<file path="config.mk">
export PLATFORM = sky130hd
export DESIGN_NAME = sram_ctrl
export DESIGN_NICKNAME = d
export VERILOG_FILES = /design/src/rtl/sram_ctrl_pkg.sv /design/src/rtl/sram_ctrl_timer.sv /design/src/rtl/sram_ctrl_dpath.sv /design/src/rtl/sram_ctrl_fsm.sv /design/src/rtl/sram_ctrl.sv
export SDC_FILE = /design/constraint.sdc
export NUM_CORES = 1
export LEC_CHECK = 0
export ABC_AREA = 1
export BUFFER_PORTS_ARGS = -buffer_cell sky130_fd_sc_hd__buf_4
export CAP_MARGIN = 20
export CORE_MARGIN = 2
export CORE_UTILIZATION = 48
export CTS_BUF_LIST = sky130_fd_sc_hd__clkbuf_8 sky130_fd_sc_hd__clkbuf_16
export DETAILED_ROUTE_END_ITERATION = 12
export PLACE_DENSITY = 0.77
export SLEW_MARGIN = 20
export SYNTH_ARGS = -nofsm -noshare
export SYNTH_HDL_FRONTEND = slang
export SYNTH_HIERARCHICAL = 1
export SYNTH_SLANG_ARGS = --single-unit
</file>
<file path="constraint.sdc">
create_clock -name clk_i -period 1.7 [get_ports clk_i]
set_input_delay 0.085 -clock clk_i [delete_from_list [all_inputs] [get_ports clk_i]]
set_output_delay 0.085 -clock clk_i [all_outputs]
set_load 0.1 [all_outputs]
</file>
<file path="src/rtl/sram_ctrl_pkg.sv">
`timescale 1ns/1ps
package sram_ctrl_pkg;

  typedef enum logic [2:0] {
    ST_IDLE,
    ST_RD,
    ST_WSET,
    ST_WPUL,
    ST_WREL,
    ST_RECOV
  } ctl_st_e;

  // ns -> cycles, rounded up, never below one
  function automatic int unsigned to_cyc(input int unsigned ns, input int unsigned clk_ps);
    int unsigned c;
    c = (ns * 1000 + clk_ps - 1) / clk_ps;
    return (c == 0) ? 1 : c;
  endfunction

  function automatic int unsigned umax(input int unsigned a, input int unsigned b);
    return (a > b) ? a : b;
  endfunction

endpackage

</file>
<file path="src/rtl/sram_ctrl_timer.sv">
`timescale 1ns/1ps
module sram_ctrl_timer #(
  parameter int unsigned CW = 5
) (
  input  logic          clk_i,
  input  logic          rst_ni,
  input  logic          clr_i,
  output logic [CW-1:0] cnt_o
);
  always_ff @(posedge clk_i or negedge rst_ni) begin
    if (!rst_ni)              cnt_o <= '0;
    else if (clr_i)           cnt_o <= '0;
    else if (cnt_o != '1)     cnt_o <= cnt_o + 1'b1;
  end
endmodule

</file>
<file path="src/rtl/sram_ctrl_dpath.sv">
`timescale 1ns/1ps
module sram_ctrl_dpath #(
  parameter int unsigned AW = 17,
  parameter int unsigned DW = 8
) (
  input  logic          clk_i,
  input  logic          rst_ni,
  input  logic          load_i,
  input  logic [AW-1:0] addr_i,
  input  logic [DW-1:0] wdata_i,
  input  logic          cap_i,
  input  logic [DW-1:0] mem_dq_i,
  output logic [AW-1:0] addr_o,
  output logic [DW-1:0] wdata_o,
  output logic [DW-1:0] rdata_o
);
  always_ff @(posedge clk_i or negedge rst_ni) begin
    if (!rst_ni) begin
      addr_o  <= '0;
      wdata_o <= '0;
    end else if (load_i) begin
      addr_o  <= addr_i;
      wdata_o <= wdata_i;
    end
  end

  always_ff @(posedge clk_i or negedge rst_ni) begin
    if (!rst_ni)    rdata_o <= '0;
    else if (cap_i) rdata_o <= mem_dq_i;
  end
endmodule

</file>
<file path="src/rtl/sram_ctrl_fsm.sv">
`timescale 1ns/1ps
module sram_ctrl_fsm
  import sram_ctrl_pkg::*;
#(
  parameter int unsigned CW        = 5,
  parameter int unsigned EL_CAP    = 17,
  parameter int unsigned EL_DRV    = 1,
  parameter int unsigned EL_WEND   = 14,
  parameter int unsigned EL_RR     = 18,
  parameter int unsigned EL_RW     = 18,
  parameter bit          OE_LOW_WR = 1'b0
) (
  input  logic          clk_i,
  input  logic          rst_ni,
  input  logic          req_valid_i,
  input  logic          req_write_i,
  input  logic [CW-1:0] el_i,
  output logic          fire_o,
  output logic          cap_o,
  output logic          ready_o,
  output logic          rvalid_o,
  output logic          sel_o,
  output logic          oe_o,
  output logic          we_o,
  output logic          drv_o
);
  localparam logic [CW-1:0] C_CAP  = CW'(EL_CAP);
  localparam logic [CW-1:0] C_DRV  = CW'(EL_DRV);
  localparam logic [CW-1:0] C_WEND = CW'(EL_WEND);
  localparam logic [CW-1:0] C_RR   = CW'(EL_RR);
  localparam logic [CW-1:0] C_RW   = CW'(EL_RW);

  ctl_st_e st_q;
  logic    op_wr_q;

  assign fire_o = req_valid_i && ready_o;
  assign cap_o  = (st_q == ST_RD) && (el_i == C_CAP);

  always_ff @(posedge clk_i or negedge rst_ni) begin
    if (!rst_ni) begin
      st_q     <= ST_IDLE;
      op_wr_q  <= 1'b0;
      ready_o  <= 1'b1;
      rvalid_o <= 1'b0;
      sel_o    <= 1'b0;
      oe_o     <= 1'b0;
      we_o     <= 1'b0;
      drv_o    <= 1'b0;
    end else begin
      rvalid_o <= 1'b0;
      unique case (st_q)
        ST_IDLE: if (fire_o) begin
          ready_o <= 1'b0;
          sel_o   <= 1'b1;
          op_wr_q <= req_write_i;
          oe_o    <= !req_write_i || OE_LOW_WR;
          st_q    <= req_write_i ? ST_WSET : ST_RD;
        end
        ST_RD: if (cap_o) begin
          rvalid_o <= 1'b1;
          sel_o    <= 1'b0;
          oe_o     <= 1'b0;
          st_q     <= ST_RECOV;
        end
        ST_WSET: begin
          we_o <= 1'b1;
          st_q <= ST_WPUL;
        end
        ST_WPUL: begin
          if (el_i == C_DRV) drv_o <= 1'b1;
          if (el_i == C_WEND) begin
            we_o <= 1'b0;
            oe_o <= 1'b0;   // end of write also ends any low OE
            st_q <= ST_WREL;
          end
        end
        ST_WREL: begin
          sel_o <= 1'b0;
          drv_o <= 1'b0;
          st_q  <= ST_RECOV;
        end
        ST_RECOV: if (el_i == (op_wr_q ? C_RW : C_RR)) begin
          ready_o <= 1'b1;
          st_q    <= ST_IDLE;
        end
        default: st_q <= ST_IDLE;
      endcase
    end
  end
endmodule

</file>
<file path="src/rtl/sram_ctrl.sv">
`timescale 1ns/1ps
module sram_ctrl
  import sram_ctrl_pkg::*;
#(
  parameter int unsigned AW        = 17,
  parameter int unsigned DW        = 8,
  parameter int unsigned CLK_PS    = 4000,
  parameter int unsigned T_RC_NS   = 70,
  parameter int unsigned T_AA_NS   = 70,
  parameter int unsigned T_OE_NS   = 30,
  parameter int unsigned T_WC_NS   = 70,
  parameter int unsigned T_AW_NS   = 60,
  parameter int unsigned T_WP_NS   = 45,
  parameter int unsigned T_DW_NS   = 30,
  parameter int unsigned T_WHZ_NS  = 30,
  parameter bit          OE_LOW_WR = 1'b0
) (
  input  logic          clk_i,
  input  logic          rst_ni,
  input  logic          req_valid_i,
  output logic          req_ready_o,
  input  logic          req_write_i,
  input  logic [AW-1:0] req_addr_i,
  input  logic [DW-1:0] req_wdata_i,
  output logic [DW-1:0] rsp_rdata_o,
  output logic          rsp_valid_o,
  output logic [AW-1:0] mem_addr_o,
  output logic          mem_sel_n_o,
  output logic          mem_sel_o,
  output logic          mem_oe_n_o,
  output logic          mem_we_n_o,
  output logic [DW-1:0] mem_dq_o,
  output logic          mem_dq_oe_o,
  input  logic [DW-1:0] mem_dq_i
);
  localparam int unsigned N_RC  = to_cyc(T_RC_NS, CLK_PS);
  localparam int unsigned N_AA  = to_cyc(T_AA_NS, CLK_PS);
  localparam int unsigned N_OE  = to_cyc(T_OE_NS, CLK_PS);
  localparam int unsigned N_WC  = to_cyc(T_WC_NS, CLK_PS);
  localparam int unsigned N_AW  = to_cyc(T_AW_NS, CLK_PS);
  localparam int unsigned N_WP  = to_cyc(T_WP_NS, CLK_PS);
  localparam int unsigned N_DW  = to_cyc(T_DW_NS, CLK_PS);
  localparam int unsigned N_WHZ = to_cyc(T_WHZ_NS, CLK_PS);
  localparam int unsigned N_ACC = umax(N_AA, N_OE);
  localparam int unsigned D_DRV = OE_LOW_WR ? N_WHZ : 1;
  localparam int unsigned W_LEN = umax(N_WP, umax(D_DRV + N_DW, N_AW - 1));
  localparam int unsigned R_RD  = umax(N_RC, N_ACC) + 1;
  localparam int unsigned R_WR  = umax(N_WC, W_LEN + 2) + 1;
  localparam int unsigned CW    = $clog2(umax(R_RD, R_WR) + 1);

  logic [CW-1:0] el;
  logic fire, cap, sel, oe, we, drv;

  sram_ctrl_timer #(.CW(CW)) u_timer (
    .clk_i (clk_i),
    .rst_ni(rst_ni),
    .clr_i (fire),
    .cnt_o (el)
  );

  sram_ctrl_fsm #(
    .CW       (CW),
    .EL_CAP   (N_ACC - 1),
    .EL_DRV   (D_DRV),
    .EL_WEND  (W_LEN),
    .EL_RR    (R_RD - 1),
    .EL_RW    (R_WR - 1),
    .OE_LOW_WR(OE_LOW_WR)
  ) u_fsm (
    .clk_i      (clk_i),
    .rst_ni     (rst_ni),
    .req_valid_i(req_valid_i),
    .req_write_i(req_write_i),
    .el_i       (el),
    .fire_o     (fire),
    .cap_o      (cap),
    .ready_o    (req_ready_o),
    .rvalid_o   (rsp_valid_o),
    .sel_o      (sel),
    .oe_o       (oe),
    .we_o       (we),
    .drv_o      (drv)
  );

  sram_ctrl_dpath #(.AW(AW), .DW(DW)) u_dpath (
    .clk_i   (clk_i),
    .rst_ni  (rst_ni),
    .load_i  (fire),
    .addr_i  (req_addr_i),
    .wdata_i (req_wdata_i),
    .cap_i   (cap),
    .mem_dq_i(mem_dq_i),
    .addr_o  (mem_addr_o),
    .wdata_o (mem_dq_o),
    .rdata_o (rsp_rdata_o)
  );

  assign mem_sel_n_o = !sel;
  assign mem_sel_o   = sel;
  assign mem_oe_n_o  = !oe;
  assign mem_we_n_o  = !we;
  assign mem_dq_oe_o = drv;
endmodule

</file>
# == Word-level counts from Yosys, hierarchy flattened ==
# Cells that the tools add are included.
# op_classes
addsub,1
n_mul,0
div,0
magnitude_cmp,0
n_eq_ne,15
shifts,0
n_mux,22
n_bitwise,0
n_reduce_logical,19
# ops
cell,count
3-bit case mux with 6 select lines,1
3-bit 2-to-1 mux,4
"5-bit == test, second input constant",2
5-bit 2-to-1 mux,2
1-bit 2-to-1 mux,9
4-bit AND reduction,2
2-bit nonzero test,4
"3-bit by 2-bit == test with 1-bit output, second input constant",2
"3-bit == test, second input constant",2
"2-bit by 1-bit inequality test with 1-bit output, second input constant",3
1-bit case mux with 2 select lines,3
1-bit case mux with 3 select lines,2
3-bit AND reduction,2
3-bit nonzero test,2
"5-bit by 1-bit adder with 5-bit output, second input constant",1
"5-bit by 1-bit == test with 1-bit output, second input constant",1
"5-bit by 4-bit == test with 1-bit output, second input constant",1
"5-bit inequality test, second input constant",1
1-bit zero test,4
"2-bit inequality test, second input constant",2
2-bit AND reduction,2
"3-bit by 1-bit == test with 1-bit output, second input constant",1
3-bit zero test,1
1-bit logical AND,2
2-bit 2-to-1 mux,1
# totals
ff_bits,47
latchBits,0
ram_bits,0
mem_bits_ro,0
output_inout_bits,40
wordCells,68
n_memories,0

# == Logic depth before layout (Yosys ltp) ==
# logic_depth
depth_word,4
mapped_depth,8
mapped_depth_nobuf,8

# == By module ==
# The synthesis kept the hierarchy.
# by_module_without_submodules
mod,n_inst,cells_per_inst,area_each_um2
sram_ctrl_dpath,1,140,1270.0
sram_ctrl_fsm,1,73,531.8
sram_ctrl_timer,1,30,256.5
sram_ctrl,1,3,11.3

# == Least setup slack after synthesis ==
# OpenSTA, ideal clock, no wires.
# synth_path
path_type,register -> register
start,reg u_fsm.ready_o
end,reg u_dpath.addr_o[0]
arrival_ns,1.590
path_slack_ns,-0.012
stages_incl_launch_ff,8
path_buffers,2
period_less_slack_ns,1.712
cell_sequence,dfstp_2 nand2_1 inv_1 buf_6 inv_6 buf_6 nand2_1 nand2_1
# synth_between
elab_chain_cells,1
# synth_rtl
element,line,text
from (decl),sram_ctrl_fsm.sv:20,"output logic ready_o,"
from (signal assigned),sram_ctrl_fsm.sv:43,ready_o <= 1'b1;
from (signal assigned),sram_ctrl_fsm.sv:53,ready_o <= 1'b0;
from (signal assigned),sram_ctrl_fsm.sv:83,ready_o <= 1'b1;
1-bit logical AND,sram_ctrl_fsm.sv:36,assign fire_o = req_valid_i && ready_o;
via fire,sram_ctrl.sv:52,"logic fire, cap, sel, oe, we, drv;"
to (signal assigned),sram_ctrl_dpath.sv:22,addr_o <= addr_i;
to (decl),sram_ctrl_dpath.sv:13,"output logic [AW-1:0] addr_o,"
# The timed path passes the listed nets, and every way through them passes these cells.
# A chain may end at the register's enable or synchronous reset.

# == Worst setup path in the final report ==
# layout_path
start,reg u_timer.cnt_o[0]
end,reg u_timer.cnt_o[3]
# layout_between
elab_chain_cells,3
word_cells_on_any_way,5
# layout_rtl
element,line,text
from (decl),sram_ctrl_timer.sv:8,output logic [CW-1:0] cnt_o
from (signal assigned),sram_ctrl_timer.sv:13,else if (cnt_o != '1) cnt_o <= cnt_o + 1'b1;
5-bit by 1-bit adder with 5-bit output,sram_ctrl_timer.sv:13,
5-bit 2-to-1 mux,sram_ctrl_timer.sv:13,
5-bit 2-to-1 mux,sram_ctrl_timer.sv:12,else if (clr_i) cnt_o <= '0;
# Parallel ways exist; a longest one is shown, timed or not. The select of a mux whose other input is x is not followed.

==> results_dict.tcl <==
set metrics [dict create \
    status "complete, no violations" \
    n_antenna_cell 0 \
    grt_max_degree 48 \
    holdCritPathClass "in -> reg" \
    endpoint_kind "flip-flop" \
    synth_compound_area_share_pct 3.93 \
    avgRoutedWirePerCell_um 13.2 \
    slew_violations 0 \
    cp_max_fo 5 \
    fin_skew_ns 0.00914 \
    wl_um 5340 \
    syn_inst 246 \
    antenna_found_initial 0 \
    syn_nets 285 \
    synth_area_per_cell_sq_um 8.41 \
    nNetsFinal 394 \
    max_cap_violations 0 \
    synth-seq-cells 47 \
    clock_sink_count 47 \
    numPortBuffers 76 \
    finalSetupTns_ns 0 \
    synthAdderAreaFrac_pct 1.21 \
    place_congestion 0.891 \
    rows 23 \
    core_area_sq_um 4090 \
    cts_setup_buffers 0 \
    finalHoldViolCount 0 \
    die_width_um 69.7 \
    hpwlAfterDp_um 3520 \
    yosys.area_share.simple_pct 31.6 \
    clk_pin_slew_worst_paths_ns 0.08 \
    grt_pass1_wl_um 8860 \
    ys_warn_count 6 \
    drc 0 \
    setup_viol 0 \
    ys_seq_area_share_pct 56.9 \
    synth_cell_types 26 \
    fmax_mhz 639 \
    fin_crit_ns 1.56 \
    area_growth_pct 49.4 \
    via_per_inst 4.88 \
    max-slew-margin-rel_pct 60.4 \
    fin_crit_sh_pct 92.0 \
    dieArea_sq_um 4850 \
    ios 77 \
    muxShareOfSynthArea_pct 0 \
    htreeDepth 2 \
    start_kind "flip-flop" \
    worst_pin_slew_ns 0.594 \
    clockBufferDepth 2 \
    final_cell_area_sq_um 3090 \
    synth_top_family_by_area "simple AND/OR/NAND/NOR gates" \
    cts_inserted_buffers 5 \
    grtUsageTotal_pct 22.7 \
    crit_arrival_ns 1.75 \
    fp.dieH_um 69.7 \
    drtIter0Drc 102 \
    grt_pass1_vias 1961 \
    post_dp_cell_area_sq_um 2680 \
    tritoncts "built" \
    start_util_pct 50.6 \
    worstSetupPathType "reg -> reg" \
    cts_root_buf "clkbuf_8" \
    critical_path_required_ns 1.89 \
    rsz0062_at_grt "no" \
    overflow 0 \
    drive_gt1_share_pct 29.8 \
    drtPass1Iterations 4 \
    synth_xor_area_share_pct 0 \
    syn_area_sq_um 2070 \
    ant_nets 0 \
    clock_latency_ns 0.30 \
    vias 1980 \
]
[cells in the final DEF (no fill, tap or decap), drive strengths merged]
| master | Yosys | routed |
|---|---|---|
| o211ai | 1 | 1 |
| nand2 | 126 | 126 |
| ha | 2 | 2 |
| bufinv | 0 | 1 |
| dlygate4sd3 | 0 | 29 |
| clkinv | 1 | 2 |
| o31ai | 1 | 1 |
| nor2 | 19 | 19 |
| nand4 | 1 | 1 |
| dfstp | 1 | 1 |
| nor3 | 3 | 3 |
| buf | 6 | 79 |
| dfrtp | 46 | 46 |
| o21ai | 8 | 8 |
| clkbuf | 0 | 6 |
| nand3b | 1 | 1 |
| inv | 17 | 17 |
| o22ai | 1 | 1 |
| and3 | 1 | 1 |
| a21oi | 4 | 4 |
| nand3 | 7 | 7 |
[worst max-delay path: stages (launching register included)]
cell,delay (ns)
dfrtp_1,0.43
ha_1,0.26
and3_2,0.21
ha_2,0.20
nor2_2,0.15
nand3_1,0.10
nand2_1,0.08
nor2_1,0.04
[stage by stage]
stage / utilization, % / setup slack [ns] / hold slack, ns / cells
floorplan: - / 0.0326 / -0.211 / 246
global placement: 65.6 / 0.202 / 0.126 / 369
detailed placement: 65.6 / 0.110 / 0.127 / 369
CTS: 75.1 / 0.0820 / 0.000184 / 404
global route: 75.7 / 0.00223 / 0.00417 / 406
finish: 75.7 / 0.136 / 0.00594 / 406
[per-layer routing]
layer	wire [um]	global-route usage [%]	part of all wire [%]	vias up
li1	-	-	-	975
met1	2250	29.7	42	922
met2	2660	37.0	50	69
met3	321	5.52	6.0	14
met4	108	8.33	2.0	0
met5	0	0	0	-
[path summary, 6_finish.rpt]
check	slack, ns	start	cells after the start	endpoint
min reg2reg	0.47	u_fsm/oe_o	2	u_fsm/oe_o
max reg2reg	0.14	u_timer/cnt_o[0]	7	u_timer/cnt_o[3]
min	0.006	req_addr_i[14]	3	u_dpath/addr_o[14]
max	0.14	u_timer/cnt_o[0]	7	u_timer/cnt_o[3]
max in group asynchronous	0.97	rst_ni	2	u_dpath/rdata_o[4]
min in group asynchronous	0.33	rst_ni	2	u_dpath/rdata_o[6]
[sequential cells by signal (all words and copies together), names as in the netlist]
register / flops
u_fsm/ready_o: 1
u_fsm/drv_o: 1
u_fsm/sel_o: 1
u_fsm/oe_o: 1
u_dpath/rdata_o: 8
u_dpath/addr_o: 17
u_timer/cnt_o: 5
u_fsm/st_q: 3
u_dpath/wdata_o: 8
u_fsm/rvalid_o: 1
u_fsm/we_o: 1
[Yosys cell counts, drive strengths merged]
library cell / number / area share [%]
o211ai: 1 / 0.36
ha: 2 / 1.2
nor3: 3 / 0.73
dfrtp: 46 / 56
and3: 1 / 0.36
clkinv: 1 / 0.18
a21oi: 4 / 0.97
inv: 17 / 3.3
nand3b: 1 / 0.36
buf: 6 / 2.9
nor2: 19 / 3.9
nand2: 126 / 23
o22ai: 1 / 0.30
nand4: 1 / 0.30
nand3: 7 / 2.5
o31ai: 1 / 0.36
dfstp: 1 / 1.3
o21ai: 8 / 1.9
[logic make-up (layout without fill, tap and decap cells)]
kind of cell	after synthesis	count (layout)
adders and majority gates	2	2
buffers and inverters	24	134
AOI/OAI and AO/OA	15	15
DFF	47	47
and+or+nand+nor	158	158
[what timing repair did]
action                                 in CTS  in global routing
endpoints found under the hold margin      72                  2
hold buffers                               27                  2
gates resized for setup                     0                  1
setup endpoints to repair                   0                  2
[cell type report]
type	count	area [sq um]
repair buffers	108	896
inverters	18	72.6
clock inverters	2	35.0
well taps	50	62.6
clock buffers	6	82.6
flip-flops and latches	47	1180
fillers	299	995
multi-input cells	175	762
Power is left out: the tool's default activity adds up to more than one toggle a clock period on the data nets, which glitch-free logic cannot reach.
